==> src/rtl/fce_pkg.sv <==
`timescale 1ns/1ps
package fce_pkg;
    localparam int BYTE_W    = 8;
    localparam int WORD_W    = 32;
    localparam int MAX_BYTES = 8;
    localparam int IDX_W     = $clog2(MAX_BYTES);
    localparam int DUMMY_W   = 5;
    localparam int AN_W      = 2;

    typedef struct packed {
        logic [BYTE_W-1:0]  opcode;
        logic               rd_en;
        logic [IDX_W-1:0]   rd_n;
        logic               addr_en;
        logic [AN_W-1:0]    addr_n;
        logic               wr_en;
        logic [IDX_W-1:0]   wr_n;
        logic [DUMMY_W-1:0] dummy;
    } cmd_t;

    typedef enum logic [1:0] {PH_OPC, PH_ADDR, PH_WR, PH_RD} phase_t;
    typedef enum logic [1:0] {ST_IDLE, ST_ISSUE, ST_WAIT, ST_DUMMY} state_t;

    function automatic cmd_t decode_ctrl(input logic [WORD_W-1:0] w);
        cmd_t c;
        c.opcode  = w[31:24];
        c.rd_en   = w[23];
        c.rd_n    = w[22:20];
        c.addr_en = w[19];
        c.addr_n  = w[17:16];
        c.wr_en   = w[15];
        c.wr_n    = w[14:12];
        c.dummy   = w[11:7];
        return c;
    endfunction

    // Address goes out most-significant enabled byte first.
    function automatic logic [BYTE_W-1:0] addr_byte(input logic [WORD_W-1:0] a,
                                                    input logic [AN_W-1:0] n,
                                                    input logic [IDX_W-1:0] idx);
        logic [AN_W-1:0] sel;
        sel = n - idx[AN_W-1:0];
        return a[{sel, 3'b000} +: BYTE_W];
    endfunction

    function automatic logic [BYTE_W-1:0] data_byte(input logic [WORD_W-1:0] lo,
                                                    input logic [WORD_W-1:0] hi,
                                                    input logic [IDX_W-1:0] idx);
        logic [2*WORD_W-1:0] d;
        d = {hi, lo};
        return d[{idx, 3'b000} +: BYTE_W];
    endfunction
endpackage

==> src/rtl/fce_rxpack.sv <==
`timescale 1ns/1ps
module fce_rxpack
    import fce_pkg::*;
(
    input  logic                 clk,
    input  logic                 rst,
    input  logic                 clr_i,
    input  logic                 we_i,
    input  logic [IDX_W-1:0]     idx_i,
    input  logic [BYTE_W-1:0]    byte_i,
    output logic [WORD_W-1:0]    lo_o,
    output logic [WORD_W-1:0]    hi_o
);
    localparam int PACK_W = MAX_BYTES * BYTE_W;
    logic [PACK_W-1:0] pack;

    for (genvar g = 0; g < MAX_BYTES; g++) begin : g_lane
        logic [BYTE_W-1:0] lane_q;
        always_ff @(posedge clk) begin
            if (rst || clr_i)
                lane_q <= '0;
            else if (we_i && idx_i == IDX_W'(g))
                lane_q <= byte_i;
        end
        assign pack[g*BYTE_W +: BYTE_W] = lane_q;
    end

    assign lo_o = pack[WORD_W-1:0];
    assign hi_o = pack[PACK_W-1:WORD_W];

    assert_clear_R5: assert property (@(posedge clk) disable iff (rst)
        (clr_i && !we_i) |=> (lo_o == '0 && hi_o == '0));
endmodule

==> src/rtl/fce_seq.sv <==
`timescale 1ns/1ps
module fce_seq
    import fce_pkg::*;
(
    input  logic                 clk,
    input  logic                 rst,
    input  logic                 trig_i,
    input  logic [WORD_W-1:0]    ctrl_i,
    input  logic [WORD_W-1:0]    addr_i,
    input  logic [WORD_W-1:0]    wlo_i,
    input  logic [WORD_W-1:0]    whi_i,
    input  logic                 done_i,
    output logic                 start_o,
    output logic [BYTE_W-1:0]    tx_o,
    output logic                 busy_o,
    output logic                 rx_we_o,
    output logic [IDX_W-1:0]     rx_idx_o,
    output logic                 clr_o
);
    state_t              st_q;
    phase_t              ph_q;
    logic [IDX_W-1:0]    idx_q;
    logic [DUMMY_W-1:0]  dcnt_q;
    cmd_t                cmd_q;

    logic                accept;
    logic [IDX_W-1:0]    last_idx;
    logic                at_last;
    phase_t              post_ph, nx_ph;
    logic                post_done, nx_done, nx_dummy;

    assign accept = trig_i && ctrl_i[0] && (st_q == ST_IDLE);
    assign clr_o  = accept;

    always_comb begin
        case (ph_q)
            PH_OPC:  last_idx = '0;
            PH_ADDR: last_idx = IDX_W'(cmd_q.addr_n);
            PH_WR:   last_idx = cmd_q.wr_n;
            default: last_idx = cmd_q.rd_n;
        endcase
    end
    assign at_last = (idx_q == last_idx);

    // Phase that follows the dummy point.
    assign post_ph   = cmd_q.wr_en ? PH_WR : PH_RD;
    assign post_done = !cmd_q.wr_en && !cmd_q.rd_en;

    always_comb begin
        nx_ph    = post_ph;
        nx_done  = 1'b0;
        nx_dummy = 1'b0;
        case (ph_q)
            PH_OPC: begin
                if (cmd_q.addr_en)          nx_ph    = PH_ADDR;
                else if (cmd_q.dummy != '0) nx_dummy = 1'b1;
                else                        nx_done  = post_done;
            end
            PH_ADDR: begin
                if (cmd_q.dummy != '0) nx_dummy = 1'b1;
                else                   nx_done  = post_done;
            end
            PH_WR: begin
                if (cmd_q.rd_en) nx_ph   = PH_RD;
                else             nx_done = 1'b1;
            end
            default: nx_done = 1'b1;
        endcase
    end

    always_ff @(posedge clk) begin
        if (rst) begin
            st_q   <= ST_IDLE;
            ph_q   <= PH_OPC;
            idx_q  <= '0;
            dcnt_q <= '0;
            cmd_q  <= '0;
        end else begin
            case (st_q)
                ST_IDLE: if (accept) begin
                    cmd_q <= decode_ctrl(ctrl_i);
                    ph_q  <= PH_OPC;
                    idx_q <= '0;
                    st_q  <= ST_ISSUE;
                end
                ST_ISSUE: st_q <= ST_WAIT;
                ST_WAIT: if (done_i) begin
                    if (!at_last) begin
                        idx_q <= idx_q + 1'b1;
                        st_q  <= ST_ISSUE;
                    end else begin
                        idx_q <= '0;
                        if (nx_dummy) begin
                            dcnt_q <= cmd_q.dummy;
                            st_q   <= ST_DUMMY;
                        end else if (nx_done) begin
                            st_q <= ST_IDLE;
                        end else begin
                            ph_q <= nx_ph;
                            st_q <= ST_ISSUE;
                        end
                    end
                end
                default: begin
                    if (dcnt_q == DUMMY_W'(1)) begin
                        if (post_done) st_q <= ST_IDLE;
                        else begin
                            ph_q <= post_ph;
                            st_q <= ST_ISSUE;
                        end
                    end else begin
                        dcnt_q <= dcnt_q - 1'b1;
                    end
                end
            endcase
        end
    end

    always_comb begin
        case (ph_q)
            PH_OPC:  tx_o = cmd_q.opcode;
            PH_ADDR: tx_o = addr_byte(addr_i, cmd_q.addr_n, idx_q);
            PH_WR:   tx_o = data_byte(wlo_i, whi_i, idx_q);
            default: tx_o = '0;
        endcase
    end

    assign start_o  = (st_q == ST_ISSUE);
    assign busy_o   = (st_q != ST_IDLE);
    assign rx_we_o  = (st_q == ST_WAIT) && done_i && (ph_q == PH_RD);
    assign rx_idx_o = idx_q;

    assert_start_pulse_R10: assert property (@(posedge clk) disable iff (rst)
        start_o |=> !start_o);
    assert_accept_R7: assert property (@(posedge clk) disable iff (rst)
        (trig_i && ctrl_i[0] && !busy_o) |=> (busy_o && start_o));
    assert_busy_ignore_R9: assert property (@(posedge clk) disable iff (rst)
        (busy_o && trig_i) |=> $stable(cmd_q));
    assert_opcode_first_R1: assert property (@(posedge clk) disable iff (rst)
        $rose(busy_o) |-> (start_o && tx_o == cmd_q.opcode));
endmodule

==> src/rtl/fce_cmd_engine.sv <==
`timescale 1ns/1ps
module fce_cmd_engine
    import fce_pkg::*;
(
    input  logic        clk,
    input  logic        rst,
    input  logic        ctrl_wr,
    input  logic [31:0] ctrl_wdata,
    input  logic [31:0] addr_i,
    input  logic [31:0] wdata_lo_i,
    input  logic [31:0] wdata_hi_i,
    output logic [31:0] rdata_lo_o,
    output logic [31:0] rdata_hi_o,
    output logic        busy_o,
    output logic        sh_start_o,
    output logic [7:0]  sh_tx_o,
    input  logic [7:0]  sh_rx_i,
    input  logic        sh_done_i
);
    logic             rx_we;
    logic [IDX_W-1:0] rx_idx;
    logic             clr;

    fce_seq u_seq (
        .clk      (clk),
        .rst      (rst),
        .trig_i   (ctrl_wr),
        .ctrl_i   (ctrl_wdata),
        .addr_i   (addr_i),
        .wlo_i    (wdata_lo_i),
        .whi_i    (wdata_hi_i),
        .done_i   (sh_done_i),
        .start_o  (sh_start_o),
        .tx_o     (sh_tx_o),
        .busy_o   (busy_o),
        .rx_we_o  (rx_we),
        .rx_idx_o (rx_idx),
        .clr_o    (clr)
    );

    fce_rxpack u_rx (
        .clk    (clk),
        .rst    (rst),
        .clr_i  (clr),
        .we_i   (rx_we),
        .idx_i  (rx_idx),
        .byte_i (sh_rx_i),
        .lo_o   (rdata_lo_o),
        .hi_o   (rdata_hi_o)
    );
endmodule

==> config.mk <==
export PLATFORM = sky130hd
export DESIGN_NAME = fce_cmd_engine
export DESIGN_NICKNAME = d
export VERILOG_FILES = /design/src/rtl/fce_pkg.sv /design/src/rtl/fce_rxpack.sv /design/src/rtl/fce_seq.sv /design/src/rtl/fce_cmd_engine.sv
export SDC_FILE = /design/constraint.sdc
export NUM_CORES = 1
export LEC_CHECK = 0
export ABC_AREA = 1
export BUFFER_PORTS_ARGS = -buffer_cell sky130_fd_sc_hd__buf_2
export CAP_MARGIN = 30
export CORE_MARGIN = 2
export CORE_UTILIZATION = 40
export DETAILED_ROUTE_END_ITERATION = 8
export PLACE_DENSITY = 0.68
export SYNTH_ARGS = -nofsm -noshare
export SYNTH_HDL_FRONTEND = slang
export SYNTH_HIERARCHICAL = 1
export SYNTH_SLANG_ARGS = --single-unit
==> constraint.sdc <==
create_clock -name clk -period 2.6 [get_ports clk]
set_clock_uncertainty 0.15 [all_clocks]
set_input_delay 0.39 -clock clk [delete_from_list [all_inputs] [get_ports clk]]
set_output_delay 0.39 -clock clk [all_outputs]
set_load 0.03 [all_outputs]
==> flow_summary.yaml <==
pwr:
  seq_power_share: 0.358
  p_sw_frac: 0.381
  peakVddDrop_mv: 0.509
  clockPowerShare: 0.286
  power_frac_comb: 0.357
  power_density_nw_per_um2: 709
  internal_power_mw: 2.98
  p_switching_mw: 1.83
  p_leak_nw: 3.29
synthesis:
  async_flop_share: 0
  synth_compound_area_frac: 0.108
  synth_top_area_cell: "dfxtp_1"
  synth_simple_gate_area_frac: 0.423
  synth.mux.area_fraction: 0.00191
  synth.area.top_cells: "dfxtp_1 (38%), nor2_1 (17%), nand2_1 (12%), nand3_1 (9.5%), o21ai_0 (6.2%)"
  ys_top_cells_by_count: "nor2_1 (234), nand2_1 (169), dfxtp_1 (100), nand3_1 (100), o21ai_0 (65)"
  ys_types: 32
  yosysSeqAreaShare: 0.381
  synth-xor-area-share: 0.00667
  synth_top_family_by_area: "simple AND/OR/NAND/NOR gates"
  synthFlopType: "dfxtp_1"
  synth_most_common_cell: "nor2_1"
  mappedNetlistNets: 966
  synth_edf_count: 0
  synth_area_um2: 5250
  synth-adder-area-share: 0.00954
  netlist_instances: 822
  synth_top_cell_area_share: 0.381
  synth_area_per_cell_um2: 6.39
  ys_warn_count: 6
  ys_ff_latch: 100
sta:
  finalSetupViolations: 0
  tns_ns: 0
  slew_headroom: 0.379
  period_share: 0.962
  rsz0062_at_grt: "yes"
  clock.fmax_ghz: 0.400
  period_minus_slack_ns: 2.50
  tightest_slew_ns: 0.928
  hold_viol_final: 0
  maxSlewViolCount: 0
clock_tree:
  postCtsHoldBufs: 0
  cts.reportedPaths.clkPinSlew_ns: 0.07
  h-tree-depth: 3
  cts_tree: "yes"
  clock_latency_ns: 0.35
  cts_num_sinks: 100
  cts_root_buffer: "clkbuf_16"
  cts_buffers: 9
  clockBufferDepth: 2
finish:
  antennaDiodeCount: 0
  seq_area_um2: 2000
  fin_area_um2: 6790
  drive_gt1_frac: 0.258
  nets: 1161
  instances_no_fill: 1194
  multi_input_area_um2: 2900
  nFillCells: 1380
  area_growth_pct: 29.3
worst_setup_path:
  crit_path_start_kind: "register"
  worstPathArrival_ns: 1.96
  cpPeakStageDelay_ns: 0.34
  crit_slowest_cell: "ha_1"
  crit_chain: "inv_1 > ha_1 > clkinvlp_4 > nand2_1 > nand4_1 > nand3_1 > nand3_1 > buf_2"
  cp_max_fo: 16
  crit_path_frequent_cell: "nand3_1"
  crit_required_ns: 2.06
  endpoint_kind: "output pin"
  critPathKind: "register to output pin"
grt:
  grt_max_degree: 65
  grt_remaining_overflow: 0
  grt_pass1_vias: 4958
  gr-usage-all-layers: 0.222
  antenna_found_initial: 0
  grt_pass1_wl_um: 25300
drt:
  drc: 0
  routed_wirelength_um: 16400
  drt_iter0_markers: 580
  dr_wl_met3_um: 1040
  met1Wirelength_um: 7610
  dr.pass1.iters: 5
  top_layer: "met4"
  ant_nets: 0
  routed_via_density: 5.02
  wl_met2_um: 7460
  route.detailed.wl_per_inst_um: 13.7
  vias: 5994
placed_design:
  port_buffers: 206
  hpwl_um: 11900
  numPlacedInstances: 1173
  routabilityCongestion: 0.936
  place_area_um2: 6420
run:
  max-cap-violations: 0
die:
  start_util: 0.413
  die_h_um: 119
  die_x_um: 119
  dieArea_um2: 14100
  ios: 214
  std_cell_rows: 41
  core_um2: 12700
hold_path:
  hold_path.class: "input pin to register"
run_status:
  outcome: "finished clean"
## final timing paths
| path | from | endpoint | slack, ns | cells past startpoint |
|---|---|---|---|---|
| max reg2reg | u_seq/st_q[1] | u_rx/g_lane[7].lane_q[2] | 0.48 | 9 |
| min | ctrl_wdata[28] | u_seq/cmd_q[20] | 0.11 | 3 |
| max | u_seq/cmd_q[9] | sh_tx_o[1] | 0.1 | 8 |
| min reg2reg | u_seq/cmd_q[1] | u_seq/cmd_q[1] | 0.32 | 2 |
## state kept, by name, indices dropped and copies added, names as in the netlist
| register | flops |
|---|---|
| u_rx/g_lane.lane_q | 64 |
| u_seq/cmd_q | 24 |
| u_seq/dcnt_q | 5 |
| u_seq/rx_idx_o | 3 |
| u_seq/ph_q | 2 |
| u_seq/st_q | 2 |
## final cells by class
class | instances | area share
clock buffer | 10 | 0.0352
clock inverter | 6 | 0.0103
inverter | 40 | 0.0240
multi-input combinational | 640 | 0.427
sequential | 100 | 0.295
tap | 172 | 0.0317
timing repair buffer | 225 | 0.176
timing repair inverter | 1 | 0.000737
## routing by layer
layer / track usage / vias up
met5: 0 / -
met3: 0.0516 / 22
met1: 0.308 / 2708
li1: - / 3058
met4: 0.0580 / 0
met2: 0.346 / 206
## per-stage QoR
| step | setup slack (ns) | util | total power, mW | hold WS [ns] |
|---|---|---|---|---|
| 2_1_floorplan | 0.289 | - | 2.97 | 0.293 |
| 3_3_place_gp | 0.253 | 0.505 | 3.41 | 0.308 |
| 3_5_place_dp | 0.230 | 0.505 | 3.42 | 0.311 |
| 4_1_cts | 0.0125 | 0.530 | 4.81 | 0.106 |
| 5_1_grt | -0.0187 | 0.534 | 5.11 | 0.112 |
| 6_report | 0.0988 | 0.534 | 4.81 | 0.115 |
## cell families after synthesis
kind of cell / Yosys count
AOI/OAI and AO/OA: 100
xor gates and xnor gates: 4
DFF: 100
and+or+nand+nor: 531
buffers and inverters: 82
adders and majority gates: 4
muxes: 1
## cells in the final DEF, fill, tap and decap left out, drive strengths merged, types with 4 or more instances in the layout
| cell | n |
|---|---|
| clkbuf | 11 |
| o221ai | 14 |
| nand3 | 101 |
| a21oi | 14 |
| o21ai | 65 |
| nor2 | 241 |
| buf | 224 |
| ha | 4 |
| dfxtp | 100 |
| inv | 40 |
| nand4 | 10 |
| nand2 | 174 |
## repair_timing
item,CTS,global route
gates cloned,0,1
setup endpoints to repair,8,8
resized for setup,2,6
buffers inserted,0,4
pin swaps,0,1
hold endpoints to repair,0,0
## power groups by stage
| stage | registers (mW) | logic (mW) | clock network [mW] |
|---|---|---|---|
| 2_1_floorplan | 1.71 | 1.26 | 0 |
| 3_3_place_gp | 1.75 | 1.66 | 0 |
| 3_5_place_dp | 1.75 | 1.67 | 0 |
| 4_1_cts | 1.71 | 1.68 | 1.41 |
| 5_1_grt | 1.73 | 1.90 | 1.48 |
| 6_report | 1.72 | 1.72 | 1.37 |
## critical path: cells and delay by family, from the launching register on
family,cells,cell delay (ns)
fa+ha+maj,1,0.34
buf+inv,3,0.51
flops,1,0.33
simple gates,4,0.43
Power figures use the tool's default switching activity.
